<file path="src/rtl/cil_pkg.sv">
package cil_pkg;

    typedef enum logic [2:0] {
        RA_MASK = 3'd0,
        RA_EOI  = 3'd1,
        RA_RAW  = 3'd2,
        RA_MSKD = 3'd3,
        RA_TOC  = 3'd4,
        RA_S12  = 3'd5
    } reg_addr_e;

    typedef enum logic {
        LINK_ACTIVE = 1'b0,
        LINK_DOWN   = 1'b1
    } link_state_e;

    typedef enum logic [1:0] {
        TO_IDLE  = 2'd0,
        TO_COUNT = 2'd1,
        TO_FIRED = 2'd2
    } to_state_e;

endpackage

</file>
<file path="src/rtl/cil_sticky.sv">
module cil_sticky (
    input  logic clk,
    input  logic rst_n,
    input  logic set,
    input  logic clr,
    output logic q
);

    // a set wins over a clear arriving in the same cycle
    always_ff @(posedge clk or negedge rst_n) begin
        if (!rst_n)    q <= 1'b0;
        else if (set)  q <= 1'b1;
        else if (clr)  q <= 1'b0;
    end

endmodule

</file>
<file path="src/rtl/cil_rx_timeout.sv">
module cil_rx_timeout
    import cil_pkg::*;
#(
    parameter int TOC_W = 4
) (
    input  logic             clk,
    input  logic             rst_n,
    input  logic             frame_strobe,
    input  logic             rx_push,
    input  logic             rx_empty,
    input  logic [TOC_W-1:0] toc,
    output logic             timeout
);

    to_state_e        state, state_n;
    logic [TOC_W-1:0] cnt, cnt_n;

    always_ff @(posedge clk or negedge rst_n) begin
        if (!rst_n) begin
            state <= TO_IDLE;
            cnt   <= '0;
        end else begin
            state <= state_n;
            cnt   <= cnt_n;
        end
    end

    always_comb begin
        state_n = state;
        cnt_n   = cnt;
        unique case (state)
            TO_IDLE: begin
                cnt_n = toc;
                if (!rx_empty && toc != '0) state_n = TO_COUNT;
            end
            TO_COUNT: begin
                if (rx_empty || toc == '0) begin
                    state_n = TO_IDLE;
                end else if (rx_push) begin
                    cnt_n = toc;
                end else if (frame_strobe) begin
                    if (cnt <= TOC_W'(1)) state_n = TO_FIRED;
                    else                  cnt_n   = cnt - TOC_W'(1);
                end
            end
            TO_FIRED: begin
                if (rx_empty) state_n = TO_IDLE;
            end
            default: state_n = TO_IDLE;
        endcase
    end

    always_comb timeout = (state == TO_FIRED);

    assert_rto_drain_R2: assert property (@(posedge clk) disable iff (!rst_n)
        rx_empty |=> !timeout);

    assert_rto_disabled_R3: assert property (@(posedge clk) disable iff (!rst_n)
        (toc == '0 && !timeout) |=> !timeout);

    assert_rto_reload_R1: assert property (@(posedge clk) disable iff (!rst_n)
        (state == TO_COUNT && rx_push && !rx_empty && toc != '0) |=> !timeout);

endmodule

</file>
<file path="src/rtl/cil_link_power.sv">
module cil_link_power
    import cil_pkg::*;
#(
    parameter logic [6:0] PD_ADDR = 7'h26,
    parameter int         PD_BIT  = 12
) (
    input  logic        clk,
    input  logic        rst_n,
    input  logic        cmd_valid,
    input  logic        cmd_rd,
    input  logic [6:0]  cmd_addr,
    input  logic [15:0] cmd_data,
    input  logic        link_reset_req,
    input  logic        sdata_in,
    output logic        link_down,
    output logic        wake_evt
);

    link_state_e state, state_n;
    logic [2:0]  sd_q;
    logic        rise;
    logic        pd_write;
    logic        unused_cmd;

    assign unused_cmd = ^cmd_data;

    // two synchroniser flops, then one more for edge detection
    always_ff @(posedge clk or negedge rst_n) begin
        if (!rst_n) sd_q <= '0;
        else        sd_q <= {sd_q[1:0], sdata_in};
    end

    assign rise     = sd_q[1] & ~sd_q[2];
    assign pd_write = cmd_valid && !cmd_rd && (cmd_addr == PD_ADDR) && cmd_data[PD_BIT];

    always_ff @(posedge clk or negedge rst_n) begin
        if (!rst_n) state <= LINK_ACTIVE;
        else        state <= state_n;
    end

    always_comb begin
        state_n = state;
        unique case (state)
            LINK_ACTIVE: if (pd_write && !link_reset_req) state_n = LINK_DOWN;
            LINK_DOWN:   if (link_reset_req)              state_n = LINK_ACTIVE;
            default:     state_n = LINK_ACTIVE;
        endcase
    end

    always_comb begin
        link_down = (state == LINK_DOWN);
        wake_evt  = link_down && rise;
    end

    assert_pd_enter_R6: assert property (@(posedge clk) disable iff (!rst_n)
        (state == LINK_ACTIVE && pd_write && !link_reset_req) |=> link_down);

    assert_pd_exit_R6: assert property (@(posedge clk) disable iff (!rst_n)
        link_reset_req |=> !link_down);

endmodule

</file>
<file path="src/rtl/codec_irq_ctrl.sv">
module codec_irq_ctrl
    import cil_pkg::*;
#(
    parameter int         NUM_RX_CH = 2,
    parameter int         TOC_W     = 4,
    parameter int         S12_W     = 20,
    parameter int         DATA_W    = 32,
    parameter logic [6:0] PD_ADDR   = 7'h26,
    parameter int         PD_BIT    = 12
) (
    input  logic                 clk,
    input  logic                 rst_n,
    input  logic                 frame_strobe,
    input  logic                 tag_valid,
    input  logic                 tag_ready_bit,
    input  logic                 s12_valid,
    input  logic [S12_W-1:0]     s12_word,
    input  logic                 cmd_valid,
    input  logic                 cmd_rd,
    input  logic [6:0]           cmd_addr,
    input  logic [15:0]          cmd_data,
    input  logic                 link_reset_req,
    input  logic [NUM_RX_CH-1:0] rx_push,
    input  logic [NUM_RX_CH-1:0] rx_empty,
    input  logic                 tx_empty,
    input  logic                 shifter_idle,
    input  logic                 sdata_in,
    input  logic                 wr_en,
    input  logic [2:0]           wr_addr,
    input  logic [DATA_W-1:0]    wr_data,
    input  logic                 rd_en,
    input  logic [2:0]           rd_addr,
    output logic [DATA_W-1:0]    rd_data,
    output logic                 irq_out
);

    localparam int ST_W   = NUM_RX_CH + 4;
    localparam int B_TXC  = NUM_RX_CH;
    localparam int B_CRDY = NUM_RX_CH + 1;
    localparam int B_WAKE = NUM_RX_CH + 2;
    localparam int B_GPIO = NUM_RX_CH + 3;
    localparam int TOC_TW = NUM_RX_CH * TOC_W;
    localparam int NSTICK = 3;

    logic [ST_W-1:0]      mask_q, raw, masked;
    logic [TOC_TW-1:0]    toc_q;
    logic [S12_W-1:0]     s12_q;
    logic [NUM_RX_CH-1:0] rto;
    logic                 txc_q;
    logic                 link_down, wake_evt;
    logic                 eoi_wr, s12_rd;
    logic [NSTICK-1:0]    st_set, st_clr, st_q;
    logic                 unused_wr;

    assign unused_wr = ^wr_data;
    assign eoi_wr    = wr_en && (wr_addr == RA_EOI);
    assign s12_rd    = rd_en && (rd_addr == RA_S12);

    for (genvar k = 0; k < NUM_RX_CH; k++) begin : g_rx
        cil_rx_timeout #(.TOC_W(TOC_W)) u_to (
            .clk          (clk),
            .rst_n        (rst_n),
            .frame_strobe (frame_strobe),
            .rx_push      (rx_push[k]),
            .rx_empty     (rx_empty[k]),
            .toc          (toc_q[k*TOC_W +: TOC_W]),
            .timeout      (rto[k])
        );
    end

    cil_link_power #(.PD_ADDR(PD_ADDR), .PD_BIT(PD_BIT)) u_pwr (
        .clk            (clk),
        .rst_n          (rst_n),
        .cmd_valid      (cmd_valid),
        .cmd_rd         (cmd_rd),
        .cmd_addr       (cmd_addr),
        .cmd_data       (cmd_data),
        .link_reset_req (link_reset_req),
        .sdata_in       (sdata_in),
        .link_down      (link_down),
        .wake_evt       (wake_evt)
    );

    // sticky sources: 0 codec ready, 1 wake, 2 gpio change
    assign st_set = {s12_valid && s12_word[0], wake_evt, tag_valid && tag_ready_bit};
    assign st_clr = {s12_rd, eoi_wr && wr_data[B_WAKE], eoi_wr && wr_data[B_CRDY]};

    for (genvar k = 0; k < NSTICK; k++) begin : g_st
        cil_sticky u_st (
            .clk   (clk),
            .rst_n (rst_n),
            .set   (st_set[k]),
            .clr   (st_clr[k]),
            .q     (st_q[k])
        );
    end

    always_ff @(posedge clk or negedge rst_n) begin
        if (!rst_n) begin
            mask_q  <= '0;
            toc_q   <= '0;
            s12_q   <= '0;
            txc_q   <= 1'b0;
            irq_out <= 1'b0;
        end else begin
            if (wr_en && wr_addr == RA_MASK) mask_q <= wr_data[ST_W-1:0];
            if (wr_en && wr_addr == RA_TOC)  toc_q  <= wr_data[TOC_TW-1:0];
            if (s12_valid)                   s12_q  <= s12_word;
            txc_q   <= tx_empty && shifter_idle;
            irq_out <= |masked;
        end
    end

    assign raw    = {st_q[2], st_q[1], st_q[0], txc_q, rto};
    assign masked = raw & mask_q;

    always_comb begin
        rd_data = '0;
        case (rd_addr)
            RA_MASK: rd_data = DATA_W'(mask_q);
            RA_RAW:  rd_data = DATA_W'(raw);
            RA_MSKD: rd_data = DATA_W'(masked);
            RA_TOC:  rd_data = DATA_W'(toc_q);
            RA_S12:  rd_data = DATA_W'(s12_q);
            default: rd_data = '0;
        endcase
    end

    assert_txc_follow_R4: assert property (@(posedge clk) disable iff (!rst_n)
        (tx_empty && shifter_idle) |=> raw[B_TXC]);

    assert_crdy_hold_R5: assert property (@(posedge clk) disable iff (!rst_n)
        (raw[B_CRDY] && !(eoi_wr && wr_data[B_CRDY])) |=> raw[B_CRDY]);

    assert_wake_needs_down_R7: assert property (@(posedge clk) disable iff (!rst_n)
        $rose(raw[B_WAKE]) |-> $past(link_down));

    assert_gpio_hold_R8: assert property (@(posedge clk) disable iff (!rst_n)
        (raw[B_GPIO] && !s12_rd) |=> raw[B_GPIO]);

    assert_irq_high_R10: assert property (@(posedge clk) disable iff (!rst_n)
        (|masked) |=> irq_out);

    assert_irq_low_R10: assert property (@(posedge clk) disable iff (!rst_n)
        !(|masked) |=> !irq_out);

endmodule

</file>
<file path="config.mk">
export PLATFORM = sky130hd
export DESIGN_NAME = codec_irq_ctrl
export DESIGN_NICKNAME = d
export VERILOG_FILES = /design/src/rtl/cil_pkg.sv /design/src/rtl/cil_sticky.sv /design/src/rtl/cil_rx_timeout.sv /design/src/rtl/cil_link_power.sv /design/src/rtl/codec_irq_ctrl.sv
export SDC_FILE = /design/constraint.sdc
export NUM_CORES = 1
export LEC_CHECK = 0
export BUFFER_PORTS_ARGS = -buffer_cell sky130_fd_sc_hd__clkbuf_2
export CORE_UTILIZATION = 51
export DETAILED_ROUTE_END_ITERATION = 12
export PLACE_DENSITY = 0.82
export SKIP_CTS_REPAIR_TIMING = 1
export SYNTH_ARGS = -nofsm -noshare
export SYNTH_HDL_FRONTEND = slang
export SYNTH_SLANG_ARGS = --single-unit
</file>
<file path="constraint.sdc">
create_clock -name clk -period 3.6 [get_ports clk]
set_input_delay 0 -clock clk [delete_from_list [all_inputs] [get_ports clk]]
set_output_delay 0 -clock clk [all_outputs]
set_load 0.05 [all_outputs]
</file>
==> flow_metrics.py <==
metrics = {
    "outcome": {
        "outcome": "finished with violations",
        "violations": "negative hold slack",
    },
    "clocking": {
        "cts.path.max_buffers": 2,
        "path_clk_slew_ps": 100,
        "clock_latency_ps": 300,
        "clockRootBuffer": "clkbuf_8",
        "cts_tree": "done",
        "cts-htree-levels": 2,
        "numCtsBuffers": 5,
        "cts_sinks": 55,
    },
    "logic_synthesis": {
        "synthAdderAreaFrac": 0.01679,
        "syn_area_um2": 2982,
        "ys_types": 48,
        "synth-simple-area-share": 0.1653,
        "yosysSeqAreaShare": 0.4616,
        "ys_ff_latch": 55,
        "synth_edf_count": 0,
        "yosysWarnings": 0,
        "synth_top_family_by_area": "simple AND/OR/NAND/NOR gates",
        "muxShareOfSynthArea": 0.1465,
        "synth_xor_area_frac": 0,
        "syn_inst": 279,
        "yosysTopAreaCell": "dfrtp_1",
        "synth_top_area_frac": 0.4616,
        "synth_compound_area_frac": 0.1423,
        "avgSynthCellArea_um2": 10.69,
        "async_flop_share": 1.000,
        "synth_ff_type": "dfrtp_1",
        "synthTopCellsByArea": "dfrtp_1 46%, mux2_2 12%, a22oi_1 3.0%",
    },
    "power_and_ir_drop": {
        "p_leak_uw": 0.001813,
        "combPwrFrac": 0.313,
        "power.density_nw_per_um2": 466.3,
        "p_total_uw": 1796,
        "switching_share": 0.3574,
        "clockPowerShare": 0.209,
        "pwr-share-seq": 0.478,
        "p_int_uw": 1154,
        "switchingPower_uw": 641.8,
        "ir_worst_vdd_mv": 0.3176,
    },
    "setup_path": {
        "critPathBufInv": 1,
        "crit_arrival_ps": 2120,
        "crit_path_start_kind": "flip-flop",
        "slowest_delay_ps": 460,
        "cp.required_ps": 3800,
        "crit_family": "compound AO/OA/AOI/OAI gates",
        "path_cells": "inv_1 -> ha_1 -> nor2_1 -> nor4_1 -> o41a_2 -> a221oi_1",
        "worst-setup-path-type": "reg -> reg",
        "critPathCaptureType": "flip-flop",
        "crit_fanout": 6,
        "crit_slowest_cell": "o41a_2",
    },
    "finish": {
        "final_cell_mix": "80 x clkbuf_2, 55 x dfrtp_1, 36 x dlygate4sd3_1",
        "area.sequential_um2": 1376,
        "nNetsFinal": 493,
        "final.fill_count": 427,
        "area_delta_synth_final_pct": 29.16,
        "antennaDiodeCount": 0,
        "final_common_cell": "clkbuf_2",
        "drive_gt1_frac": 0.3504,
        "multiInputGateArea_um2": 1449,
    },
    "global_routing": {
        "grt_max_degree": 56,
        "antenna_found_initial": 0,
        "first_global_vias": 2304,
        "grt_usage": 0.2137,
        "grt_overflow": 0,
        "grt_pass1_wl_mm": 10.45,
    },
    "sta": {
        "setup_viol": 0,
        "hold_violations": 4,
        "slew_violations": 0,
        "finalCritPeriodShare": 0.5348,
        "fin_ws_ps": 1675,
        "max_freq_mhz": 519.4,
        "worst_slew_pin_slew_ps": 1122,
        "period_minus_slack_ps": 1925,
        "rsz0062_at_grt": "no",
        "max_slew_margin": 0.2504,
        "clock_skew_ps": 3.117,
        "setup_tns_ps": 0,
        "whs_ps": -23.46,
    },
    "placed_design": {
        "port_buffers": 80,
        "place_congestion": 0.8478,
        "place_ws_ps": 1707,
        "dp_hpwl_mm": 4.684,
    },
    "floorplan": {
        "rows": 27,
        "die_y_um": 78.46,
        "ios": 132,
        "dieArea_um2": 6156,
        "start_util": 0.5349,
        "die_w_um": 78.46,
        "core_area_um2": 5574,
    },
    "drt": {
        "via_per_inst": 5.631,
        "num_vias": 2607,
        "drc": 0,
        "wl_mm": 7.482,
        "final_antenna_net_count": 0,
        "drt-initial-drc-count": 165,
        "wl_per_cell_um": 16.16,
        "drtPass1Iterations": 4,
    },
    "job": {
        "maxCapViolCount": 0,
    },
    "worst_hold_path": {
        "hold_path.class": "in -> reg",
    },
}
[stage by stage]
step	util	area, um2	hold WS (ps)	std cells
6_report	0.6909	3851	-23.46	463
5_1_grt	0.6909	3851	-0.3506	463
4_1_cts	0.6263	3491	-202.4	427
3_5_place_dp	0.6076	3387	110.1	419
3_3_place_gp	0.6076	3387	107.7	419
2_1_floorplan	-	3023	-295.6	290
[state kept, by name, indices dropped and copies added, names as in the netlist]
name	flops
u_pwr.link_down	1
toc_q	8
g_rx.u_to.cnt	8
s12_q	20
txc_q	1
mask_q	6
g_rx.u_to.state	4
u_pwr.sd_q	3
g_st.u_st.q	3
irq_out	1
[cell usage after synthesis, drive strengths merged (5+ instances only)]
cell type and n:
o21ai 8, dfrtp 55, clkbuf 11, mux2 34
nor2 19, nand3 5, a22oi 12, nor2b 5
nor4 5, mux2i 5, and3 13, o22ai 8
inv 15, a31o 5, buf 14, nand2 8
nor3 6, a21oi 8
[worst reg2reg max path: stages (launching register included)]
cell,delay [ps]
dfrtp_1,430
inv_1,60
ha_1,220
nor2_1,240
nor4_1,80
o41a_2,460
a221oi_1,320
[final timing paths]
check	slack, ps	from	depth (start not counted)	end
worst max-delay path	1670	g_rx[0].u_to.cnt[0]	6	g_rx[0].u_to.cnt[2]
worst min-delay path	-20	cmd_addr[2]	3	u_pwr.link_down
worst max register to register	1670	g_rx[0].u_to.cnt[0]	6	g_rx[0].u_to.cnt[2]
worst min register to register	360	u_pwr.sd_q[0]	0	u_pwr.sd_q[1]
max in group asynchronous	2780	rst_n	3	g_rx[0].u_to.state[0]
min in group asynchronous	370	rst_n	3	s12_q[1]
[routing by layer]
metal / wire, um / global-route usage / vias to the layer above / share of wire
li1: - / - / 1228 / -
met1: 3136 / 0.2860 / 1268 / 0.42
met2: 3827 / 0.3623 / 103 / 0.51
met3: 470 / 0.03953 / 8 / 0.063
met4: 48 / 0.04259 / 0 / 0.0064
met5: 0 / 0 / - / 0
[final cells by class]
cell class	instances	area share
multi-input cells	195	0.3762
flip-flops and latches	55	0.3574
repair buffers	118	0.2014
clock buffers	7	0.02502
well taps	72	0.02339
inverters	15	0.01462
clock inverters	1	0.001949
[power groups by stage]
stage	logic (uW)	clock network, uW	registers (uW)
2_1_floorplan	415	0	832
6_report	561	376	858
3_5_place_dp	524	0	867
3_3_place_gp	504	0	859
5_1_grt	613	401	876
4_1_cts	527	378	854
[logic make-up (layout without fill, tap and decap cells)]
family                   Yosys count  count (layout)
adder cells (fa/ha/maj)            4               4
AO/OA/AOI/OAI                     58              58
multiplexers                      39              39
flip-flops                        55              55
AND/OR/NAND/NOR                   82              82
buffers and inverters             40             141
other                              1              12
Power figures use the tool's default switching activity.
